**src/rtl/xtr_stream_decoder.sv**
```systemverilog
module xtr_stream_decoder #(
  parameter int NUM_PORTS = 65,
  parameter int HDR_WORDS = 9,
  parameter int LEN_W     = 16
) (
  input  logic             clk,
  input  logic             rst_n,
  input  logic             byte_swap_i,
  input  logic             in_valid_i,
  input  logic [31:0]      in_word_i,
  output logic             out_valid_o,
  output logic [31:0]      out_data_o,
  output logic             out_last_o,
  output logic [2:0]       out_bytes_o,
  output logic             hdr_valid_o,
  output logic [6:0]       src_port_o,
  output logic [29:0]      tstamp_o,
  output logic             done_o,
  output logic             good_o,
  output logic [LEN_W-1:0] length_o
);

  localparam int HC_W = $clog2(HDR_WORDS);
  localparam logic [HC_W-1:0] TS_HI_WORD = HC_W'(0);
  localparam logic [HC_W-1:0] TS_LO_WORD = HC_W'(1);
  localparam logic [HC_W-1:0] PORT_WORD  = HC_W'(7);
  localparam logic [HC_W-1:0] LAST_HDR   = HC_W'(HDR_WORDS - 1);
  localparam logic [28:0]     CTL_TAG    = 29'h1000_0000;

  typedef enum logic [1:0] {S_HDR, S_DATA, S_ESC, S_PRN} st_t;

  st_t              st;
  logic [HC_W-1:0]  hcnt;
  logic             drop, held_v, close_pend;
  logic [31:0]      held;
  logic [LEN_W-1:0] wcnt;
  logic [13:0]      ts_hi;
  logic [29:0]      ts_r;
  logic [6:0]       src_r;

  wire [31:0] nw = byte_swap_i ?
                   {in_word_i[7:0], in_word_i[15:8], in_word_i[23:16], in_word_i[31:24]} :
                   in_word_i;
  wire        is_ctl  = nw[31:3] == CTL_TAG;
  wire [2:0]  code    = nw[2:0];
  wire        in_data = in_valid_i && st == S_DATA;
  wire        lit     = in_valid_i && (st == S_ESC || st == S_PRN || (st == S_DATA && !is_ctl));
  wire        eof     = in_data && is_ctl && !code[2];
  wire        abt     = in_data && is_ctl && code == 3'd5;
  wire        fin     = eof || abt || close_pend;
  wire [1:0]  unused  = eof ? code[1:0] : 2'd0;
  wire        emit    = held_v && !drop;
  wire [6:0]  port_f  = nw[20:14];

  wire [LEN_W+1:0] raw_bytes = {wcnt, 2'b00};
  wire [LEN_W+1:0] cut       = (LEN_W+2)'(unused) + (LEN_W+2)'(4);
  wire [LEN_W+1:0] net       = raw_bytes - cut;
  wire [LEN_W-1:0] len_sat   = (raw_bytes >= cut) ? net[LEN_W-1:0] : '0;

  always_ff @(posedge clk) begin
    if (!rst_n) begin
      st          <= S_HDR;
      hcnt        <= '0;
      drop        <= 1'b0;
      held_v      <= 1'b0;
      close_pend  <= 1'b0;
      held        <= '0;
      wcnt        <= '0;
      ts_hi       <= '0;
      ts_r        <= '0;
      src_r       <= '0;
      out_valid_o <= 1'b0;
      out_data_o  <= '0;
      out_last_o  <= 1'b0;
      out_bytes_o <= '0;
      hdr_valid_o <= 1'b0;
      src_port_o  <= '0;
      tstamp_o    <= '0;
      done_o      <= 1'b0;
      good_o      <= 1'b0;
      length_o    <= '0;
    end else begin
      out_valid_o <= 1'b0;
      out_last_o  <= 1'b0;
      done_o      <= 1'b0;
      hdr_valid_o <= 1'b0;

      if (in_valid_i && st == S_HDR) begin
        if (hcnt == TS_HI_WORD) ts_hi <= nw[13:0];
        if (hcnt == TS_LO_WORD) ts_r <= {ts_hi, nw[31:16]};
        if (hcnt == PORT_WORD) begin
          src_r <= port_f;
          drop  <= int'(port_f) >= NUM_PORTS;
        end
        if (hcnt == LAST_HDR) begin
          hcnt        <= '0;
          st          <= S_DATA;
          hdr_valid_o <= 1'b1;
          src_port_o  <= src_r;
          tstamp_o    <= ts_r;
        end else begin
          hcnt <= hcnt + 1'b1;
        end
      end

      if (lit) begin
        if (emit) begin
          out_valid_o <= 1'b1;
          out_data_o  <= held;
          out_bytes_o <= 3'd4;
        end
        held       <= nw;
        held_v     <= 1'b1;
        wcnt       <= wcnt + 1'b1;
        st         <= (st == S_PRN) ? S_HDR : S_DATA;
        close_pend <= st == S_PRN;
      end else if (in_data && is_ctl) begin
        if (code == 3'd4) st <= S_PRN;
        if (code == 3'd6) st <= S_ESC;
      end

      if (fin) begin
        out_valid_o <= emit;
        out_last_o  <= emit;
        out_data_o  <= held;
        out_bytes_o <= 3'd4 - {1'b0, unused};
        done_o      <= 1'b1;
        good_o      <= eof && emit;
        length_o    <= drop ? '0 : len_sat;
        held_v      <= 1'b0;
        wcnt        <= '0;
        drop        <= 1'b0;
        close_pend  <= 1'b0;
        st          <= S_HDR;
      end
    end
  end

  AST_MID_FULL: assert property (@(posedge clk) disable iff (!rst_n)
    out_valid_o && !out_last_o |-> out_bytes_o == 3'd4);

  AST_LAST_BYTES: assert property (@(posedge clk) disable iff (!rst_n)
    out_valid_o && out_last_o |-> out_bytes_o != 3'd0 && out_bytes_o <= 3'd4);

  AST_GOOD_CLOSES: assert property (@(posedge clk) disable iff (!rst_n)
    done_o && good_o |-> out_valid_o && out_last_o);

  AST_LAST_WITH_DONE: assert property (@(posedge clk) disable iff (!rst_n)
    out_valid_o && out_last_o |-> done_o);

  AST_DONE_PULSE: assert property (@(posedge clk) disable iff (!rst_n)
    done_o |=> !done_o);

  AST_BAD_PORT_QUIET: assert property (@(posedge clk) disable iff (!rst_n)
    hdr_valid_o && int'(src_port_o) >= NUM_PORTS |=> !out_valid_o);

endmodule

```
**config.mk**
```make
export PLATFORM = sky130hd
export DESIGN_NAME = xtr_stream_decoder
export DESIGN_NICKNAME = d
export VERILOG_FILES = /design/src/rtl/xtr_stream_decoder.sv
export SDC_FILE = /design/constraint.sdc
export NUM_CORES = 1
export LEC_CHECK = 0
export BUFFER_PORTS_ARGS = -buffer_cell sky130_fd_sc_hd__buf_2
export CORE_AREA = 2 2 176 178
export CTS_BUF_LIST = sky130_fd_sc_hd__clkbuf_4 sky130_fd_sc_hd__clkbuf_8
export DETAILED_ROUTE_END_ITERATION = 10
export DIE_AREA = 0 0 178 180
export PLACE_DENSITY = 0.49
export SLEW_MARGIN = 25
export SYNTH_ARGS = -nofsm -noshare
export SYNTH_HDL_FRONTEND = slang
export SYNTH_SLANG_ARGS = --single-unit
```
**constraint.sdc**
```tcl
create_clock -name clk -period 2.8 [get_ports clk]
set_input_delay 0.56 -clock clk [delete_from_list [all_inputs] [get_ports clk]]
set_output_delay 0.56 -clock clk [all_outputs]
set_load 0.01 [all_outputs]
```
==> qor.csv <==
stage,metric,value,unit
floorplan,dieHeight,180,um
floorplan,core_region_area,0.0302,mm2
power,p_leak,4.89,nW
sta,clock.fmax,416,MHz
critical_path,crit_family,simple AND/OR/NAND/NOR gates,
floorplan,die_area,0.0320,mm2
synth,yosys-top-cells-area,"dfxtp_1 (48%), nand2_1 (10%), o211a_1 (7.9%)",
synth,synth_nets,964,
clock_tree,ctsHoldBuffers,0,
critical_path,crit_cells,6,
sta,min_period_over_period,0.859,
final_layout,design_area,0.0105,mm2
critical_path,arrival,2.82,ns
synth,synth_edf_count,0,
synth,synthCells,923,
power,power_density,597,mW/mm2
clock_tree,cts.sinks,201,
sta,fin_crit,2.41,ns
clock_tree,cts_tree,built,
critical_path,rrSetupSlack,0.39,ns
status,status,"complete, no violations",
synth,ys_ff_latch,201,
floorplan,die_x,178,um
sta,setup-violations-final,0,
critical_path,cp_slowest_stage_delay,0.55,ns
placement,io_buffers,128,
sta,hold_ws,0.448,ns
critical_path,startpoint,wcnt[1],
min_path,hold_class,reg2reg,
synth,yosysWarnings,0,
placement,placedCellCount,1428,
synth,ys_seq_area_frac,0.483,
critical_path,endpoint_kind,flop,
final_layout,final_common_cell,nand2_1,
grt,overflow,0,
critical_path,r2r_end,length_o[2],
route,antenna_left,0,
min_path,holdPathStages,2,
critical_path,crit_fanout,15,
placement,routabilityCongestion,0.836,
synth,ys.flop_type,dfxtp_1,
synth,synth_area_leader_cell,dfxtp_1,
route,drc_errors,0,
route,wirelength,24100,um
sta,slew_headroom,0.491,
grt,grt_pass1_vias,6642,
clock_tree,clkLatencyLatePin,0.52,ns
sta,skew,0.0290,ns
critical_path,crit_required,3.21,ns
synth,yosysTopAreaCellShare,0.483,
synth,synthArstFlopShare,0,
critical_path,cp.buffers_inverters,0,
final_layout,fin_cells,1497,
final_layout,final_layout_size_suffix_gt1_frac,0.236,
synth,netlist_area,0.00833,mm2
sta,worst_slew_pin_slew,0.743,ns
critical_path,r2r_cells,6,
final_layout,final_nets,1113,
floorplan,rows,64,
final_layout,area_delta_synth_final,25.9,%
route,routed_via_density,4.58,
route,drt-initial-drc-count,358,
route,detail_route.first_pass.iterations,5,
grt,grt_use_total,0.150,
clock_tree,clockRootBuffer,clkbuf_8,
flow_run,max_cap_viol_count,0,
grt,grt_max_degree,80,
critical_path,crit_path_end,length_o[2],
clock_tree,post-cts-setup-buffer-count,0,
critical_path,worst_setup_path_start_kind,flop,
placement,dpl.hpwl,17500,um
critical_path,cp_slowest_cell,or4_4,
placement,placed_cell_area,0.00969,mm2
power,peakVddDrop,0.319,mV
synth,avgSynthCellArea,9.03,um2
grt,antenna_found_initial,5,
synth,yosys.cell_types.count,58,
sta,slew_viol_final,0,
sta,hold_violations,0,
clock_tree,h-tree-depth,2,
critical_path,path_class,reg2reg,
clock_tree,cts_resized,0,
route,wl_per_cell,16.1,um
route,vias,6852,
floorplan,start_util,0.276,
grt,grt_pass1_wl,37600,um
critical_path,timing.rr.start,wcnt[1],
sta,rsz0062_at_grt,no,
clock_tree,cts_buffers,38,
clock_tree,cts.path.max_buffers,3,
final_layout,final_cell_mix,"nand2_1 (228), dfxtp_1 (201), buf_2 (127)",
clock_tree,clk_pin_slew_worst_paths,0.06,ns
floorplan,ios,129,
final_layout,nFillCells,3194,
critical_path,cp_cell_sequence,or4_4 > nor4_1 > nand3_1 > o31a_1 > nor2b_4 > a32o_1,
-- cell usage after synthesis, types with 2 or more instances --
library cell	count
nand2_1	228
o211a_1	66
ha_1	5
buf_1	9
and2_1	6
xor2_1	13
a21boi_0	51
mux2_2	2
nor4_1	9
or4_4	2
clkbuf_1	48
buf_6	3
nor2b_1	8
or3_1	4
nor3b_1	5
a22o_1	14
o21ai_1	20
nand3_1	45
nand2b_1	3
nand4_1	7
and3_1	3
xnor2_1	17
buf_2	5
nor2_1	35
nor3_1	12
nor4b_1	2
inv_1	11
mux2i_1	32
o21ai_0	16
a22oi_1	2
buf_4	4
nand3b_1	2
a21oi_1	9
dfxtp_1	201
-- flip-flops by register name, summed over array words and instances (netlist names), 2 cells and up --
| name | flops |
|---|---|
| wcnt | 16 |
| ts_r | 30 |
| src_port_o | 7 |
| out_data_o | 32 |
| st | 2 |
| ts_hi | 14 |
| held | 32 |
| out_bytes_o | 3 |
| hcnt | 4 |
| src_r | 7 |
| length_o | 16 |
| tstamp_o | 30 |
-- worst min-delay path by stage --
stage,from,endpoint,slack (ns)
final,held[18],out_data_o[18],0.45
after global routing,rst_n,out_valid_o,0.44
after CTS,rst_n,out_valid_o,0.42
after detailed placement,length_o[0],length_o[0],0.44
after global placement,out_bytes_o[2],out_bytes_o[2],0.44
after floorplan,held[10],out_data_o[10],0.43
-- routing by layer --
| layer | global-route usage | vias up | part of all wire |
|---|---|---|---|
| li1 | - | 3506 | - |
| met1 | 0.205 | 3141 | 0.47 |
| met2 | 0.228 | 148 | 0.44 |
| met3 | 0.0355 | 51 | 0.056 |
| met4 | 0.0580 | 6 | 0.029 |
| met5 | 0 | - | 0.0017 |
-- area by class of cell --
| class | count | area (um2) | share of cell area |
|---|---|---|---|
| diodes | 6 | 15.0 | 0.00143 |
| clock buffers | 59 | 743 | 0.0708 |
| clock inverters | 4 | 47.5 | 0.00453 |
| inverters | 11 | 41.3 | 0.00394 |
| multi-input cells | 642 | 3980 | 0.380 |
| flip-flops and latches | 201 | 4020 | 0.383 |
| well taps | 396 | 495 | 0.0472 |
| repair buffers | 178 | 1140 | 0.109 |
-- worst min-delay path, delay by kind of cell (launching register included) --
family	cells	cell delay (ns)
simple gates	1	0.05
flops	1	0.31
compound gates	1	0.05
-- through the flow --
stage	setup slack, ns	power, W	util	setup TNS (ns)
CTS	0.382	0.00638	0.347	0
global route	0.206	0.00654	0.347	0
finish	0.395	0.00627	0.348	0
floorplan	0.147	0.00321	-	0
global placement	-0.0817	0.00338	0.321	-0.732
detailed placement	-0.146	0.00338	0.321	-1.72
-- where the power goes --
| part | total [W] | internal, W | switching [W] |
|---|---|---|---|
| Sequential | 0.00294 | 0.00291 | 0.0000275 |
| Clock | 0.00295 | 0.00177 | 0.00118 |
| Combinational | 0.000382 | 0.000149 | 0.000233 |
-- cells by family after synthesis --
family          count (synthesis)  share of synthesized area
flops                         201                      0.483
buf+inv                        80                     0.0413
mux                            34                     0.0411
xor+xnor                       30                     0.0315
fa+ha+maj                       5                    0.00751
simple gates                  379                      0.204
compound gates                194                      0.191
No activity file was read; power rests on OpenSTA's default activity.
